### src/rtl/bank_irq_pkg.sv
// Package: shared constants of the banked interrupt controller.
// Holds the bus width and the word index of every defined register.
package bank_irq_pkg;
    localparam int DATA_W       = 32;  // bus and shared-bank width
    localparam int WI_SUMMARY   = 0;   // 0x00 summary / private pending
    localparam int WI_SH1_PEND  = 1;   // 0x04 shared lines 0..31 pending
    localparam int WI_SH2_PEND  = 2;   // 0x08 shared lines 32..63 pending
    localparam int WI_RESERVED  = 3;   // 0x0C reserved, reads zero
    localparam int WI_SH1_SET   = 4;   // 0x10
    localparam int WI_SH2_SET   = 5;   // 0x14
    localparam int WI_PRIV_SET  = 6;   // 0x18
    localparam int WI_SH1_CLR   = 7;   // 0x1C
    localparam int WI_SH2_CLR   = 8;   // 0x20
    localparam int WI_PRIV_CLR  = 9;   // 0x24
endpackage

### src/rtl/irq_sync.sv
// Two-flop level synchronizer for a vector of asynchronous interrupt lines.
// Assumes each line is a level that stays stable for several clocks.
module irq_sync #(
    parameter int W = 8
) (
    input  logic         clk,
    input  logic         rst_n,
    input  logic [W-1:0] d,
    output logic [W-1:0] q
);
    logic [W-1:0] stage1;
    logic [W-1:0] stage2;

    // Shift the raw levels through two flops.
    always_ff @(posedge clk) begin
        if (!rst_n) begin
            stage1 <= '0;
            stage2 <= '0;
        end else begin
            stage1 <= d;
            stage2 <= stage1;
        end
    end

    assign q = stage2;


    sync_latency_chk: assert property (@(posedge clk) disable iff (!rst_n)
        ($past(rst_n) && $past(rst_n, 2)) |-> (q == $past(d, 2)));
endmodule

### src/rtl/irq_enable_bank.sv
// Enable mask of one bank, changed only by write-1-to-set and
// write-1-to-clear strobes. Assumes at most one strobe per cycle.
module irq_enable_bank #(
    parameter int W = 32
) (
    input  logic         clk,
    input  logic         rst_n,
    input  logic         set_we,
    input  logic         clr_we,
    input  logic [W-1:0] wbits,
    output logic [W-1:0] en
);
    // Apply set or clear only to the bits written as 1.
    always_ff @(posedge clk) begin
        if (!rst_n)
            en <= '0;
        else if (set_we)
            en <= en | wbits;
        else if (clr_we)
            en <= en & ~wbits;
    end


    set_bits_chk: assert property (@(posedge clk) disable iff (!rst_n)
        set_we |=> ((en & $past(wbits)) == $past(wbits)));

    clr_bits_chk: assert property (@(posedge clk) disable iff (!rst_n)
        (clr_we && !set_we) |=> ((en & $past(wbits)) == '0));

    idle_hold_chk: assert property (@(posedge clk) disable iff (!rst_n)
        (!set_we && !clr_we) |=> $stable(en));
endmodule

### src/rtl/irq_summary.sv
// Builds the summary register: private pending bits, one OR bit per shared
// bank, then a parameterized list of mirrored shared lines.
// Assumes PRIV_W + 2 + MIRROR_NUM fits in the bus width.
module irq_summary
    import bank_irq_pkg::*;
#(
    parameter int          PRIV_W      = 8,
    parameter int          SH_W        = 64,
    parameter int          MIRROR_NUM  = 5,
    parameter logic [8*MIRROR_NUM-1:0] MIRROR_LIST = '0
) (
    input  logic [PRIV_W-1:0] priv_pend,
    input  logic [SH_W-1:0]   sh_pend,
    output logic [DATA_W-1:0] summary
);
    localparam int BANK_W = SH_W / 2;
    localparam int MIR_BASE = PRIV_W + 2;

    logic [MIRROR_NUM-1:0] mirror;

    // One tap per mirror list entry.
    for (genvar k = 0; k < MIRROR_NUM; k++) begin : g_mirror
        localparam int LINE = int'(MIRROR_LIST[8*k +: 8]);
        assign mirror[k] = sh_pend[LINE];
    end

    // Place private bits, bank ORs and mirror taps into one word.
    always_comb begin
        summary = '0;
        summary[PRIV_W-1:0] = priv_pend;
        summary[PRIV_W]     = |sh_pend[BANK_W-1:0];
        summary[PRIV_W+1]   = |sh_pend[SH_W-1:BANK_W];
        summary[MIR_BASE +: MIRROR_NUM] = mirror;
    end
endmodule

### src/rtl/bank_irq_ctrl.sv
// Banked interrupt controller top: synchronizes the sources, holds the
// enable masks, decodes the register bus and raises one request line.
// Assumes one register access per cycle and byte addresses on the bus.
module bank_irq_ctrl
    import bank_irq_pkg::*;
#(
    parameter int ADDR_W     = 8,
    parameter int PRIV_W     = 8,
    parameter int MIRROR_NUM = 5,
    parameter logic [8*MIRROR_NUM-1:0] MIRROR_LIST =
        {8'd62, 8'd57, 8'd55, 8'd9, 8'd3}
) (
    input  logic                 clk,
    input  logic                 rst_n,
    input  logic [ADDR_W-1:0]    bus_addr,
    input  logic                 bus_we,
    input  logic [DATA_W-1:0]    bus_wdata,
    output logic [DATA_W-1:0]    bus_rdata,
    input  logic [2*DATA_W-1:0]  shared_irq_in,
    input  logic [PRIV_W-1:0]    priv_irq_in,
    output logic                 irq_out
);
    localparam int BANK_W = DATA_W;
    localparam int SH_W   = 2 * BANK_W;
    localparam int WIDX_W = ADDR_W - 2;
    localparam int NBANK  = 2;

    logic [WIDX_W-1:0] widx;
    logic              aligned;
    logic [SH_W-1:0]   sh_sync;
    logic [PRIV_W-1:0] priv_sync;
    logic [SH_W-1:0]   sh_en;
    logic [PRIV_W-1:0] priv_en;
    logic [SH_W-1:0]   sh_pend;
    logic [PRIV_W-1:0] priv_pend;
    logic [DATA_W-1:0] summary;
    logic [NBANK-1:0]  sh_set_we;
    logic [NBANK-1:0]  sh_clr_we;
    logic              priv_set_we;
    logic              priv_clr_we;
    logic              addr_defined;

    assign widx    = bus_addr[ADDR_W-1:2];
    assign aligned = (bus_addr[1:0] == 2'b00);

    irq_sync #(.W(SH_W)) u_sh_sync (
        .clk(clk), .rst_n(rst_n), .d(shared_irq_in), .q(sh_sync)
    );

    irq_sync #(.W(PRIV_W)) u_priv_sync (
        .clk(clk), .rst_n(rst_n), .d(priv_irq_in), .q(priv_sync)
    );

    // Decode the strobes of both shared banks.
    always_comb begin
        sh_set_we[0] = bus_we && aligned && (widx == WIDX_W'(WI_SH1_SET));
        sh_set_we[1] = bus_we && aligned && (widx == WIDX_W'(WI_SH2_SET));
        sh_clr_we[0] = bus_we && aligned && (widx == WIDX_W'(WI_SH1_CLR));
        sh_clr_we[1] = bus_we && aligned && (widx == WIDX_W'(WI_SH2_CLR));
    end

    assign priv_set_we = bus_we && aligned && (widx == WIDX_W'(WI_PRIV_SET));
    assign priv_clr_we = bus_we && aligned && (widx == WIDX_W'(WI_PRIV_CLR));

    for (genvar b = 0; b < NBANK; b++) begin : g_sh_bank
        irq_enable_bank #(.W(BANK_W)) u_bank (
            .clk(clk), .rst_n(rst_n),
            .set_we(sh_set_we[b]), .clr_we(sh_clr_we[b]),
            .wbits(bus_wdata),
            .en(sh_en[b*BANK_W +: BANK_W])
        );
    end

    irq_enable_bank #(.W(PRIV_W)) u_priv_bank (
        .clk(clk), .rst_n(rst_n),
        .set_we(priv_set_we), .clr_we(priv_clr_we),
        .wbits(bus_wdata[PRIV_W-1:0]),
        .en(priv_en)
    );

    assign sh_pend   = sh_sync & sh_en;
    assign priv_pend = priv_sync & priv_en;

    irq_summary #(
        .PRIV_W(PRIV_W), .SH_W(SH_W),
        .MIRROR_NUM(MIRROR_NUM), .MIRROR_LIST(MIRROR_LIST)
    ) u_summary (
        .priv_pend(priv_pend), .sh_pend(sh_pend), .summary(summary)
    );

    assign irq_out = (|sh_pend) | (|priv_pend);

    // Select read data by word index; undefined addresses return zero.
    always_comb begin
        bus_rdata    = '0;
        addr_defined = aligned;
        case (widx)
            WIDX_W'(WI_SUMMARY):  bus_rdata = summary;
            WIDX_W'(WI_SH1_PEND): bus_rdata = sh_pend[BANK_W-1:0];
            WIDX_W'(WI_SH2_PEND): bus_rdata = sh_pend[SH_W-1:BANK_W];
            WIDX_W'(WI_SH1_SET),
            WIDX_W'(WI_SH1_CLR):  bus_rdata = sh_en[BANK_W-1:0];
            WIDX_W'(WI_SH2_SET),
            WIDX_W'(WI_SH2_CLR):  bus_rdata = sh_en[SH_W-1:BANK_W];
            WIDX_W'(WI_PRIV_SET),
            WIDX_W'(WI_PRIV_CLR): bus_rdata = {{(DATA_W-PRIV_W){1'b0}}, priv_en};
            default:              addr_defined = 1'b0;
        endcase
        if (!aligned)
            bus_rdata = '0;
    end


    undefined_read_zero_chk: assert property (@(posedge clk) disable iff (!rst_n)
        (!addr_defined || widx == WIDX_W'(WI_RESERVED)) |-> (bus_rdata == '0));

    mirror_isolation_chk: assert property (@(posedge clk) disable iff (!rst_n)
        (priv_set_we || priv_clr_we) |=> $stable(sh_en));

    irq_summary_chk: assert property (@(posedge clk) disable iff (!rst_n)
        !irq_out |-> (summary == '0));

    priv_gate_chk: assert property (@(posedge clk) disable iff (!rst_n)
        ((summary[PRIV_W-1:0] & ~priv_en) == '0));
endmodule

### config.mk
export PLATFORM = sky130hd
export DESIGN_NAME = bank_irq_ctrl
export DESIGN_NICKNAME = d
export VERILOG_FILES = /design/src/rtl/bank_irq_pkg.sv /design/src/rtl/irq_sync.sv /design/src/rtl/irq_enable_bank.sv /design/src/rtl/irq_summary.sv /design/src/rtl/bank_irq_ctrl.sv
export SDC_FILE = /design/constraint.sdc
export NUM_CORES = 1
export LEC_CHECK = 0
export ABC_AREA = 1
export ABC_CLOCK_PERIOD_IN_PS = 3300
export BUFFER_PORTS_ARGS = -buffer_cell sky130_fd_sc_hd__buf_4
export CORE_ASPECT_RATIO = 0.5
export CORE_UTILIZATION = 35
export CTS_CLUSTER_SIZE = 20
export DETAILED_ROUTE_END_ITERATION = 10
export GPL_TIMING_DRIVEN = 0
export SLEW_MARGIN = 20
export SYNTH_ARGS = -nofsm -noshare
export SYNTH_HDL_FRONTEND = slang
export SYNTH_SLANG_ARGS = --single-unit
### constraint.sdc
create_clock -name clk -period 3.3 [get_ports clk]
set_input_delay 0.33 -clock clk [delete_from_list [all_inputs] [get_ports clk]]
set_output_delay 0.33 -clock clk [all_outputs]
set_load 0.01 [all_outputs]
# Word-level counts from Yosys, hierarchy flattened
# Index checks and enable logic that the tools add are counted.
[totals]
register_bits = 216
out_inout_bits = 33
word_cells = 53
[classes]
eq_ne = 8
n_mux = 8
n_bitwise = 11
reduce_logical = 19
[ops]
columns = ["operator", "count"]
rows = [
  ["case mux 32 bit (6 select lines)", 1],
  ["2-to-1 mux 32 bit", 5],
  ["bitwise AND 32 bit", 2],
  ["bitwise AND 64 bit", 1],
  ["OR 32 bit", 2],
  ["OR reduction 32 bit", 2],
  ["OR reduction 64 bit", 1],
  ["NOT 32 bit", 1],
  ["equality test 6 x 3 -> 1 bit (second input constant)", 4],
  ["bitwise AND 8 bit", 2],
  ["2-to-1 mux 8 bit", 2],
  ["equality test 6 x 4 -> 1 bit (second input constant)", 2],
  ["NOT 8 bit", 1],
  ["OR 8 bit", 1],
  ["OR reduction 8 bit", 1],
  ["logical AND 1 bit", 7],
  ["equality test 6 x 1 -> 1 bit (second input constant)", 1],
  ["equality test 6 x 2 -> 1 bit (second input constant)", 1],
  ["zero test 6 bit", 1],
  ["nonzero test 2 bit", 3],
  ["OR reduction 2 bit", 3],
  ["zero test 2 bit", 1],
  ["OR 1 bit", 1],
]

# Logic depth before layout (Yosys ltp)
# Gate-level depths: netlist of the first run.
[depth]
depth_word = 5
mapped_depth = 10
depth_no_buf = 9

# Cells and area by module
# Synthesis of the first run repeated with hierarchy kept, for this count alone.
[unflattened]
cells_unflattened = 1467
hier_area_um2 = 9933.3
[by_module_without_submodules]
columns = ["module", "instances", "cells_each", "area_each_um2"]
rows = [
  ["irq_sync (u_sh_sync)", 1, 398, 3677.3],
  ["irq_enable_bank (g_sh_bank[0].u_bank ...)", 2, 170, 1348.8],
  ["bank_irq_ctrl", 1, 515, 2174.6],
  ["irq_summary", 1, 121, 586.8],
  ["irq_sync (u_priv_sync)", 1, 50, 484.2],
  ["irq_enable_bank (u_priv_bank)", 1, 43, 312.8],
]

# Least setup slack after synthesis of the first run
# No wires, ideal clock.
[synth_timing]
path_type = "input port to output port"
start = "in bus_addr[7]"
end = "out bus_rdata[25]"
arrival_time_ps = 1447
required_time_ps = 2970
slack_ps = 1523
cell_stages = 9
n_path_buf = 2
cell_sequence = "nor2_2 -> buf_4 -> nand3_2 -> inv_1 -> buf_2 -> nand3_1 -> nand3_1 -> nor2_1 -> nor2_1"
[synth_via]
elab_chain_len = 4
elab_cells_between_ends = 14
[synth_lines]
columns = ["element", "line", "rtl"]
rows = [
  ["start: declaration", "bank_irq_ctrl.sv:15", "input logic [ADDR_W-1:0] bus_addr,"],
  ["equality test 6 x 3 -> 1 bit / equality test 6 x 4 -> 1 bit (equally long branches)", "bank_irq_ctrl.sv:97", "case (widx)"],
  ["OR reduction 2 bit", "bank_irq_ctrl.sv:97", ""],
  ["case mux 32 bit (6 select lines) *", "bank_irq_ctrl.sv:97", ""],
  ["2-to-1 mux 32 bit *", "bank_irq_ctrl.sv:109", "if (!aligned)"],
  ["end: declaration", "bank_irq_ctrl.sv:18", "output logic [DATA_W-1:0] bus_rdata,"],
]
# Every way passes the cells marked *; elsewhere a longest branch is shown, timed or not.

# Worst setup path after layout of the first run
[layout_timing]
start = "in bus_addr[7]"
end = "out bus_rdata[30]"
# Same word-level chain as after synthesis.

==> results of run 1 <==
==> report_power, final <==
group	total, uW	internal, uW	switching [uW]
clock	2340	1360	980
combinational	357	161	196
sequential	2720	2690	31.0
total	5420	4210	1210
==> cells in the mapped netlist, types with 3 or more instances <==
cell,count,area (um^2)
sky130_fd_sc_hd__nor2_4,4,45.04
sky130_fd_sc_hd__o21bai_1,8,60.06
sky130_fd_sc_hd__a21oi_1,84,420.4
sky130_fd_sc_hd__buf_2,13,65.06
sky130_fd_sc_hd__inv_2,6,22.52
sky130_fd_sc_hd__clkbuf_1,27,101.4
sky130_fd_sc_hd__nand2_1,466,1749
sky130_fd_sc_hd__o21ai_0,19,95.09
sky130_fd_sc_hd__nor2_1,107,401.6
sky130_fd_sc_hd__dfxtp_1,216,4324
sky130_fd_sc_hd__nand2_2,4,25.02
sky130_fd_sc_hd__a31oi_1,3,18.77
sky130_fd_sc_hd__nand3_1,124,620.6
sky130_fd_sc_hd__buf_6,5,56.30
sky130_fd_sc_hd__buf_4,6,45.04
sky130_fd_sc_hd__inv_1,215,807.0
sky130_fd_sc_hd__nand4_1,4,25.02
sky130_fd_sc_hd__nand3_2,3,30.03
sky130_fd_sc_hd__nor2_2,4,25.02
==> worst reg2reg max path, delay by kind of cell, from the launching register on <==
family,cells,cell delay [ps]
AO/OA/AOI/OAI,1,130
buffers and inverters,1,50
flip-flops,1,370
AND/OR/NAND/NOR,1,90
==> per-stage QoR <==
| step | hold WS [ps] | utilization [%] | area (um^2) |
|---|---|---|---|
| 6_report | 8.476 | 45.82 | 11590 |
| 5_1_grt | 2.882 | 45.82 | 11590 |
| 4_1_cts | 0.04152 | 45.82 | 11590 |
| 3_5_place_dp | 396.5 | 41.78 | 10570 |
| 3_3_place_gp | 398.0 | 41.78 | 10570 |
| 2_1_floorplan | 386.4 | - | 9039 |
==> routing by layer <==
layer / vias up / track usage [%] / part of all wire, %
met5: - / 0 / 0
met4: 0 / 6.667 / 2.5
met3: 52 / 3.765 / 6.2
met2: 278 / 35.52 / 45
met1: 4034 / 28.34 / 46
li1: 4417 / - / -
==> cell type report <==
type / instances / area [um^2] / area share [%]
plain buffers: 53 / 275.3 / 2.375
clock buffers: 27 / 568.0 / 4.902
clock inverters: 7 / 85.08 / 0.7342
inverters: 222 / 835.8 / 7.212
multi-input cells: 840 / 3603 / 31.09
flip-flops and latches: 216 / 4324 / 37.31
well taps: 344 / 430.4 / 3.714
repair buffers: 183 / 1466 / 12.65
==> final timing paths <==
check | start | endpoint | cells after the start
setup / recovery | bus_addr[7] | bus_rdata[30] | 11
hold / removal | shared_irq_in[54] | u_sh_sync.stage1[54] | 3
setup reg to reg | flip-flop | flip-flop | 3
hold reg to reg | u_priv_sync.stage1[1] | u_priv_sync.q[1] | 2
==> repair_timing <==
item	in CTS	in global routing
hold endpoints to repair	37	0
resized for setup	0	0
hold buffers	37	0
==> logic make-up after synthesis <==
logic type / Yosys count
buffers and inverters: 275
DFF: 216
AOI/OAI and AO/OA: 119
and+or+nand+nor: 721
==> metrics.cfg, run 1 <==
[outcome]
violations = design-rule violations
outcome = complete, but fails checks

[sta]
finalWorstSetupSlack_ps = 623.7
final-hold-violation-count = 0
drv_slew = 0
setup_tns_ps = 0
finalWorstPathRequiredPeriod_ps = 2676
setup_viol = 0
tightestPinTransition_ps = 851.0
slew_headroom_pct = 43.27
grt_setup_unrepaired = no
timing.final.crit_share_pct = 81.10
fin_skew_ps = 7.479
max_clock_freq_mhz = 373.7

[yosys]
number_of_synthesized_register_bits = 216
synth_area_per_cell_um2 = 6.791
largest_family_of_logic_cells_by_synthesized_area = simple AND/OR/NAND/NOR gates
synth_flop_cell = sky130_fd_sc_hd__dfxtp_1
syn-cell-area_um2 = 9039
count_of_warnings_emitted_by_yosys = 0
synthAdderAreaFrac_pct = 0
synth.area.mux_share_pct = 0
post_synthesis_xor_xnor_area_fraction_pct = 0
post_synth_num_cell_types = 27
yosysSeqAreaShare_pct = 47.84
postSynthCellCount = 1331
ys_async_sr_fraction_pct = 0
synth_enable_flop_cells = 0
synth_compound_area_share_pct = 6.921
synthSimpleGateAreaFrac_pct = 32.95
syn_nets = 1446

[global_route]
first_global_vias = 8363
grt_max_degree = 16
wire_length_of_the_first_global_routing_pass_um = 43810
globalRouteTotalUtil_pct = 21.31
antenna_found_initial = 0
grt_overflow_total = 0

[place]
io_buffer_count = 146
detailedPlace.worstSlack_ps = 651.4
placedCellCount = 1821
dp_hpwl_um = 20560
gpl.final_weighted_congestion = 0.8790

[route]
drc_errors = 2
number_of_nets_still_failing_antenna_checks_after_routing = 0
detailedRoute.firstPassIterationCount = 8
wl_per_cell_um = 14.97
via_per_inst = 4.641
detail_route.iter0.violations = 674
routed-via-count = 8781
postRouteWirelength_um = 28330

[clock_tree]
post_cts_buffers = 0
worstSkewPairLatency_ps = 510
cts_sinks = 216
numCtsBuffers = 20
clkTransAtPathRegs_ps = 70
htreeDepth = 1
clock_path_buffers = 3
cts_tree = done
root_buffer = sky130_fd_sc_hd__clkbuf_16

[pwr]
post-layout-total-power_uw = 5420
power_density_nw_per_um2 = 467.7
ir_worst_vdd_v = 0.0003237
leakagePower_uw = 0.005948

[floorplan]
core_area_um2 = 25290
io-pin-count = 148
design.die.area_um2 = 26510
start_util_pct = 35.74
horizontal_die_dimension_um = 229.3
die_h_um = 115.6
core.rowCount = 41

[setup_path]
worst_ep_required_time_ps = 2970
worst_path_largest_cell_delay_ps = 380
highest_delay_cell_along_the_critical_path = sky130_fd_sc_hd__buf_2
cp_num_buf_inv = 5
critical_path.most_common_cell = sky130_fd_sc_hd__buf_4
path_max_fanout = 10
timing.critical_path.max_delay_family = buffers and inverters
r2r_setup_slack_ps = 2610
path_cells = buf_4 -> nor2_2 -> buf_4 -> nand3_2 -> inv_1 -> buf_2 -> nand3_1 -> nand3_1 -> nor2_1 -> nor2_1 -> buf_4
start_kind = primary input
setup.worst_path.end_class = output port
critPathArrivalTime_ps = 2350
criticalPathCategory = in -> out

[layout]
antenna-diode-count = 0
most_frequent_standard_cell_in_the_layout_excluding_fill_and_tap_cells = sky130_fd_sc_hd__nand2_1
layout-area-overhead-vs-synth_pct = 28.21
filler_cell_count = 2635
layout-drive-gt1-share_pct = 14.47
mostFrequentLayoutCells = sky130_fd_sc_hd__nand2_1, sky130_fd_sc_hd__dfxtp_1, sky130_fd_sc_hd__inv_1
final_net_count = 1651
final_cells = 1892

[worst_hold_path]
timing.hold.worst.class = in -> reg

[run]
cap_violations = 0

Power figures use the tool's default switching activity.
==> run 2: changes to the inputs <==
Settings changed: ABC_AREA 1 to 0, ABC_CLOCK_PERIOD_IN_PS 3300 to 2580.
Clock period 3.3 ns to 2.58 ns, I/O delays scaled along.
==> run 2 against run 1 <==
Clock power increased by 29%; synthesized cell count decreased by 41%; sequential power increased by 29%; non-clock buffer count increased by 75; the run ends with negative setup slack left; critical endpoint is now bus_rdata[9]; die area decreased by 12%; synthesized area decreased by 12%.
==> metrics.cfg, run 2 <==
[outcome]
outcome = complete, but fails checks
violations = negative setup slack

[worst_hold_path]
hold_depth = 4  ; +1
hold_path.startpoint = bus_we
timing.hold.worst.class = in -> reg

[sta]
hold_slack_ps = 355.9  ; +347.5 ps
final-hold-violation-count = 0  ; unchanged
finalWorstPathRequiredPeriod_ps = 2626
drv_slew = 0  ; unchanged
grt_setup_unrepaired = yes
fin_skew_ps = 6.781  ; -0.6986 ps
slew_headroom_pct = 34.09  ; -9.2 points
setup_tns_ps = -45.93  ; -45.93 ps
finalWorstSetupSlack_ps = -45.93  ; -669.7 ps
setup_viol = 1  ; +1
timing.final.crit_share_pct = 101.8
max_clock_freq_mhz = 380.8
tightestPinTransition_ps = 981.1  ; +130.1 ps

[yosys]
synthTopCellsByArea = sky130_fd_sc_hd__dfxtp_1, sky130_fd_sc_hd__and2_1, sky130_fd_sc_hd__a21o_1
synth_common_cells = sky130_fd_sc_hd__dfxtp_1, sky130_fd_sc_hd__and2_1, sky130_fd_sc_hd__a21o_1
syn-cell-area_um2 = 7933  ; -12%
ys_async_sr_fraction_pct = 0  ; unchanged
yosysSeqAreaShare_pct = 54.51  ; +6.7 points
number_of_synthesized_register_bits = 216  ; unchanged
synth.top_cell.area_share_pct = 54.51  ; +6.7 points
syn_nets = 900  ; -38%
yosysMostFrequentCell = sky130_fd_sc_hd__dfxtp_1
synth_flop_cell = sky130_fd_sc_hd__dfxtp_1
synth_area_per_cell_um2 = 10.11  ; +49%
post_synth_num_cell_types = 37  ; +37%
synth_enable_flop_cells = 0  ; unchanged
count_of_warnings_emitted_by_yosys = 0  ; unchanged
postSynthCellCount = 785  ; -41%
yosys.area.top_type = sky130_fd_sc_hd__dfxtp_1

[place]
detailedPlace.worstSlack_ps = -501.1  ; -1152 ps
io_buffer_count = 146  ; unchanged
gpl.final_weighted_congestion = 0.9926  ; +13%
dp_hpwl_um = 22060  ; +7.3%

[clock_tree]
clock_path_buffers = 3  ; unchanged
worstSkewPairLatency_ps = 520  ; about the same
clkTransAtPathRegs_ps = 70  ; about the same
htreeDepth = 1  ; unchanged
numCtsBuffers = 20  ; unchanged
cts_sinks = 216  ; unchanged
root_buffer = sky130_fd_sc_hd__clkbuf_16
cts_tree = done

[floorplan]
start_util_pct = 36.11  ; +0.37 points
io-pin-count = 148  ; unchanged
die_h_um = 108.5  ; -6.2%
design.die.area_um2 = 23310  ; -12%
horizontal_die_dimension_um = 214.9  ; -6.3%
core.rowCount = 38  ; -7.3%
core_area_um2 = 21970  ; -13%

[global_route]
grt_max_degree = 16  ; unchanged
globalRouteTotalUtil_pct = 25.38  ; +4.1 points
first_global_vias = 7000  ; -16%
wire_length_of_the_first_global_routing_pass_um = 43600  ; -0.47%
grt_overflow_total = 0  ; unchanged
antenna_found_initial = 0  ; unchanged

[pwr]
power_density_nw_per_um2 = 624.4  ; +34%
ir_worst_vdd_v = 0.0004309  ; +33%
leakagePower_uw = 0.004849  ; -18%

[route]
detail_route.iter0.violations = 726  ; +7.7%
routed-via-count = 7091  ; -19%
drc_errors = 0  ; -2
wl_per_cell_um = 21.47  ; +43%
detailedRoute.firstPassIterationCount = 6  ; -2
number_of_nets_still_failing_antenna_checks_after_routing = 0  ; unchanged
postRouteWirelength_um = 29520  ; +4.2%
via_per_inst = 5.157  ; +11%

[setup_path]
r2r_setup_slack_ps = 1730  ; -880 ps
worst_ep_required_time_ps = 2320  ; -650 ps
path_cells = a22oi_2 -> nand4_1 -> or4_4 -> a222oi_1 -> nor2_1 -> buf_4
critPathArrivalTime_ps = 2370  ; +20 ps
worst_path_largest_cell_delay_ps = 590  ; +210 ps
criticalPathCategory = reg -> out
start_kind = flip-flop
path_max_fanout = 2  ; -8
cell_count_of_the_worst_reg_to_reg_path = 2  ; -1
highest_delay_cell_along_the_critical_path = sky130_fd_sc_hd__or4_4
setup.worst_path.end_class = output port

[layout]
most_frequent_standard_cell_in_the_layout_excluding_fill_and_tap_cells = sky130_fd_sc_hd__dfxtp_1
mostFrequentLayoutCells = sky130_fd_sc_hd__dfxtp_1, sky130_fd_sc_hd__buf_4, sky130_fd_sc_hd__and2_1
antenna-diode-count = 0  ; unchanged
final_net_count = 1176  ; -29%
layout-drive-gt1-share_pct = 21.30  ; +6.8 points
layout-area-overhead-vs-synth_pct = 42.24
filler_cell_count = 2024  ; -23%

[run]
cap_violations = 0  ; unchanged

==> run 2: cell count changes in the layout (fill, tap and decap cells not counted), sizes merged, moves of 32 or more <==
cell         change
nand2          -425
inv            -221
and2           +144
nand3          -120
nor2            -95
a21o            +67
dlygate4sd3     +67
a22oi           +44
a211oi          +40
a21oi           -35
a32o            +32
==> run 2: what timing repair did <==
action	CTS	global route
endpoints found under the setup margin	33	24
setup buffers	3	1
gates resized for setup	35	6
hold buffers	104	0
pin swaps	8	6
hold endpoints to repair	141	0
==> run 2: routing by layer <==
layer	vias up	GRT usage (%)	share of wire [%]
li1	3395	-	-
met1	3346	37.50	49
met2	322	36.75	41
met3	28	7.060	9.3
met4	0	4.133	1.0
met5	-	0	0
==> run 2: logic make-up after synthesis <==
logic type | count (synthesis) | share of synthesized area (%)
AO/OA/AOI/OAI | 267 | 25.27
AND/OR/NAND/NOR | 244 | 17.19
flip-flops | 216 | 54.51
buffers and inverters | 58 | 3.028
==> run 2: metrics by stage <==
step,total power (uW),cell area [um^2],std cells,util [%]
floorplan,3689,7933,785,-
global placement,3961,9404,1231,42.81
detailed placement,3964,9404,1231,42.81
CTS,7081,11260,1374,51.25
global route,7283,11280,1375,51.37
finish,7045,11280,1375,51.37
==> run 2: power by group <==
group / switching [uW] / internal [uW] / leakage [uW]
Clock: 1310 / 1700 / 0.000326
Sequential: 79.5 / 3440 / 0.00177
Combinational: 212 / 299 / 0.00275
Total: 1600 / 5440 / 0.00485
==> run 2: cell type report <==
type | instances | area (um^2) | share of cell area (%)
Sequential cell | 216 | 4334 | 38.41
Multi-Input combinational cell | 511 | 3476 | 30.81
Inverter | 1 | 3.754 | 0.03327
Clock buffer | 30 | 588.1 | 5.212
Clock inverter | 6 | 90.09 | 0.7984
Timing Repair Buffer | 254 | 2167 | 19.21
Buffer | 57 | 249.0 | 2.207
Tap cell | 300 | 375.4 | 3.327
==> run 2: worst max-delay path, delay by kind of cell (launching register included) <==
| kind | cells | cell delay (ps) |
|---|---|---|
| AO/OA/AOI/OAI | 2 | 490 |
| buffers and inverters | 1 | 180 |
| flip-flops | 1 | 340 |
| AND/OR/NAND/NOR | 3 | 850 |
==> run 2: worst max path at each step <==
stage,start,to
finish,u_sh_sync.q[54],bus_rdata[9]
global route,u_sh_sync.q[54],bus_rdata[9]
global placement,bus_addr[7],bus_rdata[10]
detailed placement,bus_addr[7],bus_rdata[10]
CTS,flip-flop,bus_rdata[9]
floorplan,bus_addr[7],bus_rdata[5]
==> run 3: changes to the inputs <==
Settings changed: ABC_CLOCK_PERIOD_IN_PS 2580 to 3300.
Clock period 2.58 ns to 3.3 ns, I/O delays scaled along.
==> run 3 against run 2 <==
The flow now finishes without violations; die area stayed put; cell area is 9.8% lower; sequential cell count stayed put; register-to-register slack better by 730 ps; non-clock buffer count is 99 lower; clock skew is 1.3 ps lower; sequential power is 22% lower; core utilization is 5.0 points lower; setup slack better by 270 ps; cell count is 7.2% lower; largest cell class unchanged; largest power group unchanged.
==> metrics.cfg, run 3 (synthesis gave the netlist of run 2 again) <==
[outcome]
outcome = finished, final reports clean

[global_route]
grt_overflow_total = 0  ; unchanged
wire_length_of_the_first_global_routing_pass_um = 41510  ; -4.8%
globalRouteTotalUtil_pct = 24.26  ; -1.1 points
grt_max_degree = 16  ; unchanged
antenna_found_initial = 0  ; unchanged
first_global_vias = 6554  ; -6.4%

[route]
detailedRoute.firstPassIterationCount = 5  ; -1
wl_per_cell_um = 22.13  ; +3.1%
postRouteWirelength_um = 28230  ; -4.4%
detail_route.iter0.violations = 687  ; -5.4%
drc_errors = 0  ; unchanged
via_per_inst = 5.249  ; +1.8%
number_of_nets_still_failing_antenna_checks_after_routing = 0  ; unchanged
routed-via-count = 6698  ; -5.5%

[worst_hold_path]
timing.hold.worst.class = in -> reg

[floorplan]
start_util_pct = 36.11  ; unchanged
die_h_um = 108.5  ; unchanged
design.die.area_um2 = 23310  ; unchanged
core_area_um2 = 21970  ; unchanged
io-pin-count = 148  ; unchanged
horizontal_die_dimension_um = 214.9  ; unchanged
core.rowCount = 38  ; unchanged

[clock_tree]
clock_path_buffers = 3  ; unchanged
cts_tree = done
worstSkewPairLatency_ps = 520  ; about the same
root_buffer = sky130_fd_sc_hd__clkbuf_16
htreeDepth = 1  ; unchanged
cts_sinks = 216  ; unchanged
post_cts_buffers = 0  ; -3
numCtsBuffers = 20  ; unchanged
clkTransAtPathRegs_ps = 60  ; about the same

[setup_path]
criticalPathCategory = in -> out
path_cells = buf_4 -> or3b_1 -> a2111oi_4 -> clkbuf_1 -> a21o_1 -> a22oi_1 -> a21oi_1 -> buf_4
worst_path_largest_cell_delay_ps = 700  ; +110 ps
highest_delay_cell_along_the_critical_path = sky130_fd_sc_hd__a2111oi_4
worst_ep_required_time_ps = 2970  ; +650 ps
path_max_fanout = 10  ; +8
setup.worst_path.end_class = output port
critical_path.most_common_cell = sky130_fd_sc_hd__buf_4
critPathArrivalTime_ps = 2750  ; +380 ps
start_kind = primary input

[sta]
max_clock_freq_mhz = 325.1
final-hold-violation-count = 0  ; unchanged
timing.final.crit_share_pct = 93.22
setup_tns_ps = 0  ; +45.93 ps
grt_setup_unrepaired = no
hold_slack_ps = 13.82  ; -342.1 ps
slew_headroom_pct = 23.46  ; -11 points
setup_viol = 0  ; -1
tightestPinTransition_ps = 1139  ; +158.2 ps
drv_slew = 0  ; unchanged
finalWorstPathRequiredPeriod_ps = 3076
fin_skew_ps = 5.447  ; -1.334 ps

[pwr]
p_seq_share_pct = 50.9  ; +0.9 points
post-layout-total-power_uw = 5399  ; -23%
power.share.switching_pct = 22.56  ; -0.17 points
cellInternalPower_uw = 4181  ; -23%
total_net_switching_power_uw = 1218  ; -24%
power_density_nw_per_um2 = 530.5  ; -15%
power_frac_clock_pct = 43.5  ; +0.7 points
leakagePower_uw = 0.004380  ; -9.7%
combPwrFrac_pct = 5.6  ; -1.7 points
ir_worst_vdd_v = 0.0003289  ; -24%

[run]
cap_violations = 0  ; unchanged

[layout]
register_area_um2 = 4324  ; -0.23%
layout-drive-gt1-share_pct = 19.67  ; -1.6 points
layout-area-overhead-vs-synth_pct = 28.30
mostFrequentLayoutCells = sky130_fd_sc_hd__dfxtp_1, sky130_fd_sc_hd__buf_4, sky130_fd_sc_hd__and2_1
multi_input_area_um2 = 3373  ; -3.0%
filler_cell_count = 2140  ; +5.7%
final_net_count = 1077  ; -8.4%
most_frequent_standard_cell_in_the_layout_excluding_fill_and_tap_cells = sky130_fd_sc_hd__dfxtp_1
final_cells = 1276  ; -7.2%
antenna-diode-count = 0  ; unchanged

[place]
placedCellCount = 1231  ; unchanged
gpl.final_weighted_congestion = 0.9926  ; unchanged
io_buffer_count = 146  ; unchanged
dp_hpwl_um = 22060  ; unchanged

## run 3: changes by cell type in the layout (fill, tap and decap cells not counted), moves of 4 or more
cell,previous run,this run
sky130_fd_sc_hd__dlygate4sd3_1,104,9
sky130_fd_sc_hd__a22oi_1,32,44
sky130_fd_sc_hd__a22oi_2,12,0
sky130_fd_sc_hd__clkbuf_1,39,49
sky130_fd_sc_hd__clkbuf_2,9,1
sky130_fd_sc_hd__dfxtp_1,210,216
sky130_fd_sc_hd__dfxtp_2,5,0
sky130_fd_sc_hd__buf_4,153,149
## run 3: repair_timing
action | in CTS | in global routing
resized for setup | 0 | 1
setup endpoints to repair | 0 | 9
hold buffers | 9 | 0
hold endpoints to repair | 9 | 0
## run 3: critical path, delay by kind of cell
| family | cells | cell delay (ps) |
|---|---|---|
| AOI/OAI and AO/OA | 4 | 1120 |
| buffers and inverters | 3 | 860 |
| and+or+nand+nor | 1 | 420 |
## run 3: routing by layer
layer | GRT usage (%) | up-vias | share of wire [%]
li1 | - | 3204 | -
met1 | 36.59 | 3168 | 49
met2 | 33.47 | 287 | 39
met3 | 7.314 | 39 | 10
met4 | 4.439 | 0 | 1.4
met5 | 0 | - | 0
## run 3: final timing paths
| kind | from | to | slack, ps | cells after the start |
|---|---|---|---|---|
| worst max-delay path | bus_addr[2] | bus_rdata[8] | 220 | 8 |
| worst max register to register | flip-flop | flip-flop | 2460 | 2 |
| worst min-delay path | shared_irq_in[0] | u_sh_sync.stage1[0] | 10 | 2 |
| worst min register to register | u_sh_sync.stage1[26] | u_sh_sync.q[26] | 430 | 1 |
## run 3: final cells by class
class | instances | share of cell area [%]
plain buffers | 57 | 2.324
flip-flops and latches | 216 | 42.49
well taps | 300 | 3.688
repair buffers | 155 | 11.65
clock inverters | 6 | 0.8852
multi-input cells | 511 | 33.14
clock buffers | 30 | 5.778
inverters | 1 | 0.03688
## run 3: power by group through the flow
stage | Combinational [uW] | Sequential (uW) | Clock (uW)
detailed placement | 295 | 2800 | 0
finish | 302 | 2750 | 2350
global placement | 291 | 2810 | 0
floorplan | 115 | 2770 | 0
global route | 332 | 2750 | 2500
CTS | 305 | 2750 | 2390
## run 3: through the flow
step	setup slack, ps	utilization (%)	cell area, um^2
after global routing	154.4	46.33	10180
final	223.7	46.33	10180
after global placement	67.02	42.81	9404
after CTS	75.84	46.31	10170
after floorplan	968.2	-	7933
after detailed placement	74.90	42.81	9404
